### config.mk
export PLATFORM = sky130hd
export DESIGN_NAME = amute_detector
export DESIGN_NICKNAME = d
export VERILOG_FILES = /design/src/rtl/amute_pkg.sv /design/src/rtl/amute_datapath.sv /design/src/rtl/amute_control.sv /design/src/rtl/amute_detector.sv
export SDC_FILE = /design/constraint.sdc
export NUM_CORES = 1
export LEC_CHECK = 0
export BUFFER_PORTS_ARGS = -buffer_cell sky130_fd_sc_hd__buf_2
export CORE_MARGIN = 1.5
export CORE_UTILIZATION = 25
export CTS_BUF_LIST = sky130_fd_sc_hd__clkbuf_4 sky130_fd_sc_hd__clkbuf_8 sky130_fd_sc_hd__clkbuf_16
export DETAILED_ROUTE_END_ITERATION = 8
export REMOVE_ABC_BUFFERS = 1
export SLEW_MARGIN = 20
export SYNTH_ARGS = -nofsm -noshare
export SYNTH_HDL_FRONTEND = slang
export SYNTH_HIERARCHICAL = 1
export SYNTH_SLANG_ARGS = --single-unit
export TNS_END_PERCENT = 50
### constraint.sdc
create_clock -name clk -period 3.51 [get_ports clk]
set_clock_uncertainty 0.2 [all_clocks]
set_input_delay 0.5265 -clock clk [delete_from_list [all_inputs] [get_ports clk]]
set_output_delay 0.5265 -clock clk [all_outputs]
set_load 0.05 [all_outputs]
### src/rtl/amute_pkg.sv
package amute_pkg;

  // Strobes from control to the run-length datapath, shared by all channels.
  typedef struct packed {
    logic countEn;  // accepted sample, detection enabled
    logic flush;    // accepted sample, detection disabled: wipe runs
  } runCtrl_t;

  typedef enum logic [1:0] {
    CH_IDLE  = 2'd0,
    CH_RAMP  = 2'd1,
    CH_MUTED = 2'd2
  } chState_t;

endpackage

### src/rtl/amute_datapath.sv
module amute_datapath
  import amute_pkg::*;
#(
  parameter int CHANNELS  = 2,
  parameter int SAMPLE_W  = 24,
  parameter int THRESHOLD = 8192
) (
  input  logic                         clk,
  input  logic                         rstN,
  input  runCtrl_t                     ctrl,
  input  logic [CHANNELS*SAMPLE_W-1:0] sampleBus,
  output logic [CHANNELS-1:0]          runFull
);

  localparam int CNT_W = $clog2(THRESHOLD + 1);
  localparam logic [CNT_W-1:0] LIMIT = CNT_W'(THRESHOLD);
  localparam logic [CNT_W-1:0] ONE   = CNT_W'(1);

  for (genvar ch = 0; ch < CHANNELS; ch++) begin : g_chan
    logic [SAMPLE_W-1:0] word;
    logic                isStatic;
    logic [CNT_W-1:0]    runCnt;

    assign word     = sampleBus[ch*SAMPLE_W +: SAMPLE_W];
    // silent when every bit is 0 or every bit is 1
    assign isStatic = (&word) | ~(|word);

    always_ff @(posedge clk) begin
      if (!rstN) begin
        runCnt <= '0;
      end else if (ctrl.flush) begin
        runCnt <= '0;
      end else if (ctrl.countEn) begin
        if (!isStatic) begin
          runCnt <= '0;
        end else if (runCnt != LIMIT) begin
          runCnt <= runCnt + ONE;
        end
      end
    end

    assign runFull[ch] = (runCnt == LIMIT);
  end

endmodule

### src/rtl/amute_control.sv
module amute_control
  import amute_pkg::*;
#(
  parameter int CHANNELS = 2
) (
  input  logic                clk,
  input  logic                rstN,
  input  logic                sampleValid,
  input  logic                cfgWr,
  input  logic                cfgAutoMute,
  input  logic [CHANNELS-1:0] runFull,
  input  logic [CHANNELS-1:0] rampDone,
  output runCtrl_t            ctrl,
  output logic                autoEn,
  output logic [CHANNELS-1:0] muteReq,
  output logic [CHANNELS-1:0] muteCtl
);

  // enable bit: comes out of reset set
  always_ff @(posedge clk) begin
    if (!rstN) begin
      autoEn <= 1'b1;
    end else if (cfgWr) begin
      autoEn <= cfgAutoMute;
    end
  end

  always_comb begin
    ctrl.countEn = sampleValid & autoEn;
    ctrl.flush   = sampleValid & ~autoEn;
  end

  for (genvar ch = 0; ch < CHANNELS; ch++) begin : g_fsm
    chState_t state, stateNxt;

    always_comb begin
      stateNxt = state;
      unique case (state)
        CH_IDLE:  if (runFull[ch]) stateNxt = CH_RAMP;
        CH_RAMP: begin
          if (!runFull[ch])      stateNxt = CH_IDLE;
          else if (rampDone[ch]) stateNxt = CH_MUTED;
        end
        CH_MUTED: if (!runFull[ch]) stateNxt = CH_IDLE;
        default:  stateNxt = CH_IDLE;
      endcase
    end

    always_ff @(posedge clk) begin
      if (!rstN) state <= CH_IDLE;
      else       state <= stateNxt;
    end

    assign muteReq[ch] = (state != CH_IDLE);
    assign muteCtl[ch] = (state == CH_MUTED);
  end

endmodule

### src/rtl/amute_detector.sv
module amute_detector
  import amute_pkg::*;
#(
  parameter int CHANNELS  = 2,
  parameter int SAMPLE_W  = 24,
  parameter int THRESHOLD = 8192
) (
  input  logic                         clk,
  input  logic                         rstN,
  input  logic                         sampleValid,
  input  logic [CHANNELS*SAMPLE_W-1:0] sampleBus,
  input  logic                         cfgWr,
  input  logic                         cfgAutoMute,
  input  logic [CHANNELS-1:0]          rampDone,
  output logic [CHANNELS-1:0]          muteReq,
  output logic [CHANNELS-1:0]          muteCtl
);

  runCtrl_t            ctrl;
  logic [CHANNELS-1:0] runFull;
  logic                autoEn;

  amute_datapath #(
    .CHANNELS (CHANNELS),
    .SAMPLE_W (SAMPLE_W),
    .THRESHOLD(THRESHOLD)
  ) u_datapath (
    .clk      (clk),
    .rstN     (rstN),
    .ctrl     (ctrl),
    .sampleBus(sampleBus),
    .runFull  (runFull)
  );

  amute_control #(
    .CHANNELS(CHANNELS)
  ) u_control (
    .clk        (clk),
    .rstN       (rstN),
    .sampleValid(sampleValid),
    .cfgWr      (cfgWr),
    .cfgAutoMute(cfgAutoMute),
    .runFull    (runFull),
    .rampDone   (rampDone),
    .ctrl       (ctrl),
    .autoEn     (autoEn),
    .muteReq    (muteReq),
    .muteCtl    (muteCtl)
  );

endmodule

==> summary.md, run 1 <==
| Metric | Value |
|---|---|
| Setup bufs post-CTS | `0` |
| DR iter-0 viols | `97` |
| Most used DFF post-synth | `dfxtp_1` |
| Antenna violations before repair | `0` |
| Fillers | `849` |
| Largest family of logic cells by synthesized area | `simple AND/OR/NAND/NOR gates` |
| Hold Fails Final Rpt | `0` |
| EDFF count, synth | `0` |
| Synth Area in Compound Gates | `0.228` |
| Share of post-route cells with drive strength above 1 | `0.270` |
| Vias in the first global route | `just under 2000` |
| Critical Path Max Stage Delay | `510 ps` |
| Post-Synth Adder-Cell Area | `0.0244` |
| CP Capture Type | `register` |
| Core Area | `7850 um2` |
| Top cells by area, synth | `dfxtp_1 (32%), nand4_1 (9.2%), o31ai_1 (6.6%)` |
| Global Route Usage Sum | `0.130` |
| Die Ht | `93.5 um` |
| Vias | `2178` |
| Xor/xnor share of the synthesized area | `0` |
| HP Class | `in -> reg` |
| Max-slew headroom | `0.469` |
| Static leakage | `0.893 nW` |
| CP Class | `in -> reg` |
| Hold worst-path end | `u_control/g_fsm[0].state[0]` |
| Die width | `93.5 um` |
| Capturing point of the worst reg2reg path | `u_datapath/g_chan[0].runCnt[3]` |
| Max-Cap Viols | `0` |
| Post-synthesis simple-gate area fraction | `0.384` |
| Slew at the pin closest to its max-slew limit | `794 ps` |
| Initial Util | `0.261` |
| Drt wl/cell | `12.8 um` |
| R2R cell count | `6` |
| Cts bufs inserted | `5` |
| RSZ-0062 raised after global routing | `no` |
| Cell count after synthesis | `around 250` |
| Status | `finished clean` |
| Final setup vio count | `0` |
| First-pass GRT wire length | `9.09 mm` |
| Sequential fraction of the synthesis area | `0.323` |
| Seq cells post-synth | `33` |
| Final period util | `0.671` |
| Crit path max fanout | `23` |
| H-tree levels | `2` |
| First-pass iteration count of the detailed router | `4` |
| Post-CTS sizing | `0` |
| Setup TNS | `0 ps` |
| Netlist Area Pre-Place | `2050 um2` |
| Clock transition at path regs | `70 ps` |
| CTS tree | `built` |
| Async SR Flop Fraction | `0` |
| Hpwl dp | `3.90 mm` |
| Maximum number of pins on one net before global-route repair | `24` |
| Crit-path slowest cell | `and2b_2` |
| Syn avg cell area | `8.36 um2` |
| I/O Buffers | `58` |
| CTS Sinks | `33` |
| Post-route setup slack | `1160 ps` |
| Post-CTS Hold Buffers | `0` |
| Total gr overflow | `0` |
| Vias per cell | `5.36` |
| # rows | `32` |
| Distinct cell type count after synthesis | `about 50` |
| Achievable Freq | `425 MHz` |
| Synth warn | `6` |
| Placer congestion estimate | `0.792` |
| Die area | `8750 um2` |
| Register Area | `about 660 um2` |
| PD cells | `roughly 300 nW/um2` |
| Hold Startpoint | `rampDone[0]` |
| CTS root buf | `clkbuf_8` |
| Worst reg2reg setup slack | `1210 ps` |
| Place WS | `912 ps` |
| Nets | `363` |
| Critical Path RT | `3500 ps` |
| Num ports | `~60` |
| Worst skew pair latency | `280 ps` |
| Crit path cell chain | `buf_2, nor2b_1, and2b_2, nand3_1, o32ai_4, nand3_2, o31ai_1` |
| Mux share of post-synthesis cell area | `0.00489` |
| Cells after DPL | `399` |
| Final Non-Filler Cells | `406` |
| Ant diodes | `0` |
| Top cell type's share of synthesized area | `0.323` |
| Antenna-violating nets left | `0` |
| Clock Tree Buf Depth | `2` |
| Worst path arrival time | `around 2400 ps` |
| Area Overhead vs Synth | `23.3%` |
| Synth area leader | `dfxtp_1` |
| Fin crit period | `2350 ps` |
| Final slew viol count | `0` |
| R2r startpoint | `u_control/autoEn` |
| Area of the multi-input gates | `1310 um2` |
| Hold Path Cell Cnt | `2` |
| Crit path launch type | `input pin` |
| Worst vdd ir | `roughly 0.14 mV` |
| Routed WL | `~5.2 mm` |
| Drt drc | `0` |
-- worst max-delay path: cells and delay by family --
family	cells	cell delay [ps]
AO/OA/AOI/OAI	2	650
buffers and inverters	1	100
AND/OR/NAND/NOR	4	1060
-- power breakdown --
| group | internal, mW | switching, mW | total (mW) |
|---|---|---|---|
| Clock | 0.163 | 0.136 | 0.300 |
| Combinational | 0.0299 | 0.0429 | 0.0727 |
| Sequential | 0.375 | 0.000517 | 0.376 |
| Total | 0.568 | 0.180 | 0.748 |
-- Yosys cell counts, types with 3 or more instances --
| master | count |
|---|---|
| dfxtp_1 | 33 |
| nand4_1 | 30 |
| nand2_1 | 23 |
| o31ai_1 | 18 |
| nor4_1 | 16 |
| nand3_1 | 13 |
| inv_1 | 10 |
| a31oi_1 | 8 |
| and3_1 | 8 |
| nor2_1 | 7 |
| clkbuf_1 | 5 |
| o21ai_0 | 5 |
| a21oi_1 | 4 |
| ha_1 | 4 |
| o211ai_1 | 4 |
| and2_1 | 3 |
| nand2b_1 | 3 |
| nand3b_1 | 3 |
| nor3_1 | 3 |
| o221ai_1 | 3 |
| or2_2 | 3 |
| or3_1 | 3 |
-- layout by cell type, fill, tap and decap left out, types with 4 or more instances in the layout --
master    netlist  layout
ha_1            4       4
a31oi_1         8       8
nand4_1        30      30
o31ai_1        18      18
buf_2           0      58
nor4_1         16      16
o211ai_1        4       4
nor2_1          7       7
clkbuf_8        0       6
o21ai_0         5       5
inv_1          10      10
nand3_1        13      13
dfxtp_1        33      33
a21oi_1         4       4
and3_1          8       8
nand2_1        23      23
-- layer usage --
layer,GRT usage,vias up,share of wire
li1,-,1106,-
met1,0.192,988,0.53
met2,0.183,76,0.40
met3,0.0228,8,0.055
met4,0.0518,0,0.017
met5,0,-,0
-- worst max path at each step --
| stage | start | to | slack [ps] | depth (start not counted) |
|---|---|---|---|---|
| 2_1_floorplan | sampleBus[21] | u_datapath/g_chan[0].runCnt[3] | 1230 | 5 |
| 3_3_place_gp | sampleValid | u_datapath/g_chan[0].runCnt[3] | 980 | 7 |
| 3_5_place_dp | sampleValid | u_datapath/g_chan[0].runCnt[9] | 910 | 7 |
| 4_1_cts | sampleValid | u_datapath/g_chan[0].runCnt[3] | 1190 | 7 |
| 5_1_grt | sampleValid | u_datapath/g_chan[0].runCnt[9] | 970 | 7 |
| 6_report | sampleValid | u_datapath/g_chan[0].runCnt[3] | 1160 | 7 |
-- layout make-up --
class | count | area share
multi-input combinational | 195 | 0.520
sequential | 33 | 0.262
timing repair buffer | 59 | 0.118
tap | 102 | 0.0505
clock buffer | 7 | 0.0357
inverter | 10 | 0.0149
-- cells by family after synthesis --
family                     after synthesis
and+or+nand+nor                        133
AOI/OAI and AO/OA                       57
DFF                                     33
buffers and inverters                   17
adders and majority gates                4
muxes                                    1
-- through the flow --
step | area (um2) | util | hold WS [ps] | total power, mW
floorplan | 2010 | - | 228 | 0.408
global placement | 2440 | 0.310 | 240 | 0.455
detailed placement | 2440 | 0.310 | 250 | 0.457
CTS | 2530 | 0.322 | 233 | 0.760
global route | 2530 | 0.322 | 235 | 0.783
finish | 2530 | 0.322 | 244 | 0.748
-- registers in the layout, summed over array words and instances, names as in the netlist --
register,flops
u_datapath/g_chan.runCnt,28
u_control/g_fsm.state,4
u_control/autoEn,1
Power figures use the tool's default switching activity.
==> run 2: changes to the inputs <==
==> constraint.sdc (replaced) <==
create_clock -name clk -period 2.4 [get_ports clk]
set_clock_uncertainty 0.2 [all_clocks]
set_input_delay 0.36 -clock clk [delete_from_list [all_inputs] [get_ports clk]]
set_output_delay 0.36 -clock clk [all_outputs]
set_load 0.05 [all_outputs]
==> run 2 against run 1 <==
  * Worst setup slack worse by 880 ps
  * Power up 47%
  * Wire length up 0.44%
  * Final cell count up 2.2%
  * Die area unchanged
  * First-iteration DRC count up 23%
==> summary.md, run 2 (synthesis results as in run 1) <==
| Metric | Value |
|---|---|
| Clock transition at path regs | `70 ps` |
| Placer congestion estimate | `slightly above 0.8` |
| Max reg flops | `28` |
| Critical Path RT | `between 2000 and 2500 ps` |
| Vias in the first global route | `between 2000 and 2500` |
| First-pass iteration count of the detailed router | `4` |
| Worst vdd ir | `0.184 mV` |
| Crit path cell chain | `inv_1, ha_1, nor4b_1, a41oi_1, nand4_1, o31ai_1` |
| Met2 Resource Use GR | `0.197` |
| Top Usage Layer GRT | `met2` |
| Post-CTS Hold Buffers | `0` |
| Cells after DPL | `407` |
| Crit-path slowest cell | `a41oi_1` |
| Worst skew pair latency | `approximately 280 ps` |
| Grt met1 use | `0.176` |
| I/O Buffers | `58` |
| Antenna-violating nets left | `0` |
| Num ports | `59` |
| Crit path max fanout | `6` |
| GR Util met3 | `0.0293` |
| Global Route Usage Sum | `0.128` |
| Max-slew headroom | `0.619` |
| Hold Fails Final Rpt | `0` |
| Static leakage | `between 0.9 and 1 nW` |
| H-tree levels | `2` |
| Worst path arrival time | `2120 ps` |
| Final slew viol count | `0` |
| HP Class | `in -> reg` |
| Die area | `8750 um2` |
| Clock Tree Buf Depth | `2` |
| Drt wl/cell | `12.5 um` |
| Nets | `371` |
| Largest reg by FF count | `u_datapath/g_chan.runCnt` |
| Area Overhead vs Synth | `26.3%` |
| CP Class | `reg -> reg` |
| Post-CTS sizing | `0` |
| Die Ht | `93.5 um` |
| Worst Hold Slack | `79.5 ps` |
| PD cells | `424 nW/um2` |
| Routed WL | `5.21 mm` |
| Die width | `roughly 94 um` |
| Max-Cap Viols | `0` |
| Slew at the pin closest to its max-slew limit | `564 ps` |
| CTS tree | `built` |
| Setup bufs post-CTS | `0` |
| Critical Path Max Stage Delay | `between 500 and 600 ps` |
| Cts bufs inserted | `5` |
| Drt drc | `0` |
| RSZ-0062 raised after global routing | `no` |
| CTS root buf | `clkbuf_8` |
| Ant diodes | `0` |
| First-pass GRT wire length | `9.07 mm` |
| Share of post-route cells with drive strength above 1 | `0.291` |
| Status | `finished clean` |
| Hpwl dp | `4.01 mm` |
| Initial Util | `0.261` |
| Vias | `2251` |
| Vias per cell | `5.42` |
| Total gr overflow | `0` |
| Fin crit period | `between 2000 and 2500 ps` |
| Antenna violations before repair | `0` |
| CP Capture Type | `register` |
| DR iter-0 viols | `119` |
| # rows | `32` |
| Most common cell after layout, fill and taps aside | `buf_2` |
| Crit path launch type | `register` |
| Final setup vio count | `0` |
| Final Non-Filler Cells | `about 420` |
| Setup TNS | `0 ps` |
| Core Area | `7850 um2` |
| Biggest regs | `u_datapath/g_chan.runCnt (28), u_control/g_fsm.state (4), u_control/autoEn (1)` |
| Commonest cells after routing, fill and taps aside | `buf_2 (58), dfxtp_1 (33), nand4_1 (30)` |
| CTS Sinks | `33` |
| Maximum number of pins on one net before global-route repair | `22` |
| Achievable Freq | `471 MHz` |
| Final period util | `0.884` |
[run 2: cell count changes in the layout (fill, tap and decap cells not counted), sizes merged]
cell    delta
buf        +8
clkbuf     +1
[run 2: worst max-delay path, delay by kind of cell, from the launching register on]
kind / cells / cell delay, ps
adder cells (fa/ha/maj): 1 / 200
AND/OR/NAND/NOR: 2 / 340
flip-flops: 1 / 430
AO/OA/AOI/OAI: 2 / 780
buffers and inverters: 1 / 90
[run 2: path summary, 6_finish.rpt]
| path | start | endpoint | slack (ps) | cells after the start |
|---|---|---|---|---|
| setup reg to reg | u_datapath/g_chan[1].runCnt[0] | u_datapath/g_chan[1].runCnt[12] | 280 | 6 |
| hold reg to reg | u_control/g_fsm[1].state[1] | u_control/g_fsm[1].state[0] | 260 | 1 |
| hold / removal | rampDone[0] | u_control/g_fsm[0].state[0] | 80 | 2 |
| setup / recovery | u_datapath/g_chan[1].runCnt[0] | u_datapath/g_chan[1].runCnt[12] | 280 | 6 |
[run 2: routing by layer]
metal	routed length, um	up-vias
li1	-	1125
met1	2610	1036
met2	2240	86
met3	318	4
met4	40	0
met5	0	-
[run 2: area by class of cell]
class,instances,area [um2]
timing repair buffer,67,358
tap,102,128
sequential,33,661
multi-input combinational,195,1310
inverter,10,37.5
clock buffer,8,91.3
fill,855,5260
[run 2: power breakdown]
group,switching (mW),internal [mW],leakage (nW)
clock,0.196,0.240,0.0498
sequential,0.000710,0.549,0.266
combinational,0.0636,0.0494,0.620
[run 2: stage by stage]
stage          setup slack, ps   util  instance area [um2]  total power, mW
5_1_grt                   94.9  0.330                 2590             1.15
3_5_place_dp               166  0.318                 2500            0.674
6_report                   277  0.330                 2590             1.10
4_1_cts                    283  0.330                 2590             1.11
3_3_place_gp               225  0.318                 2500            0.672
2_1_floorplan              286      -                 2010            0.596
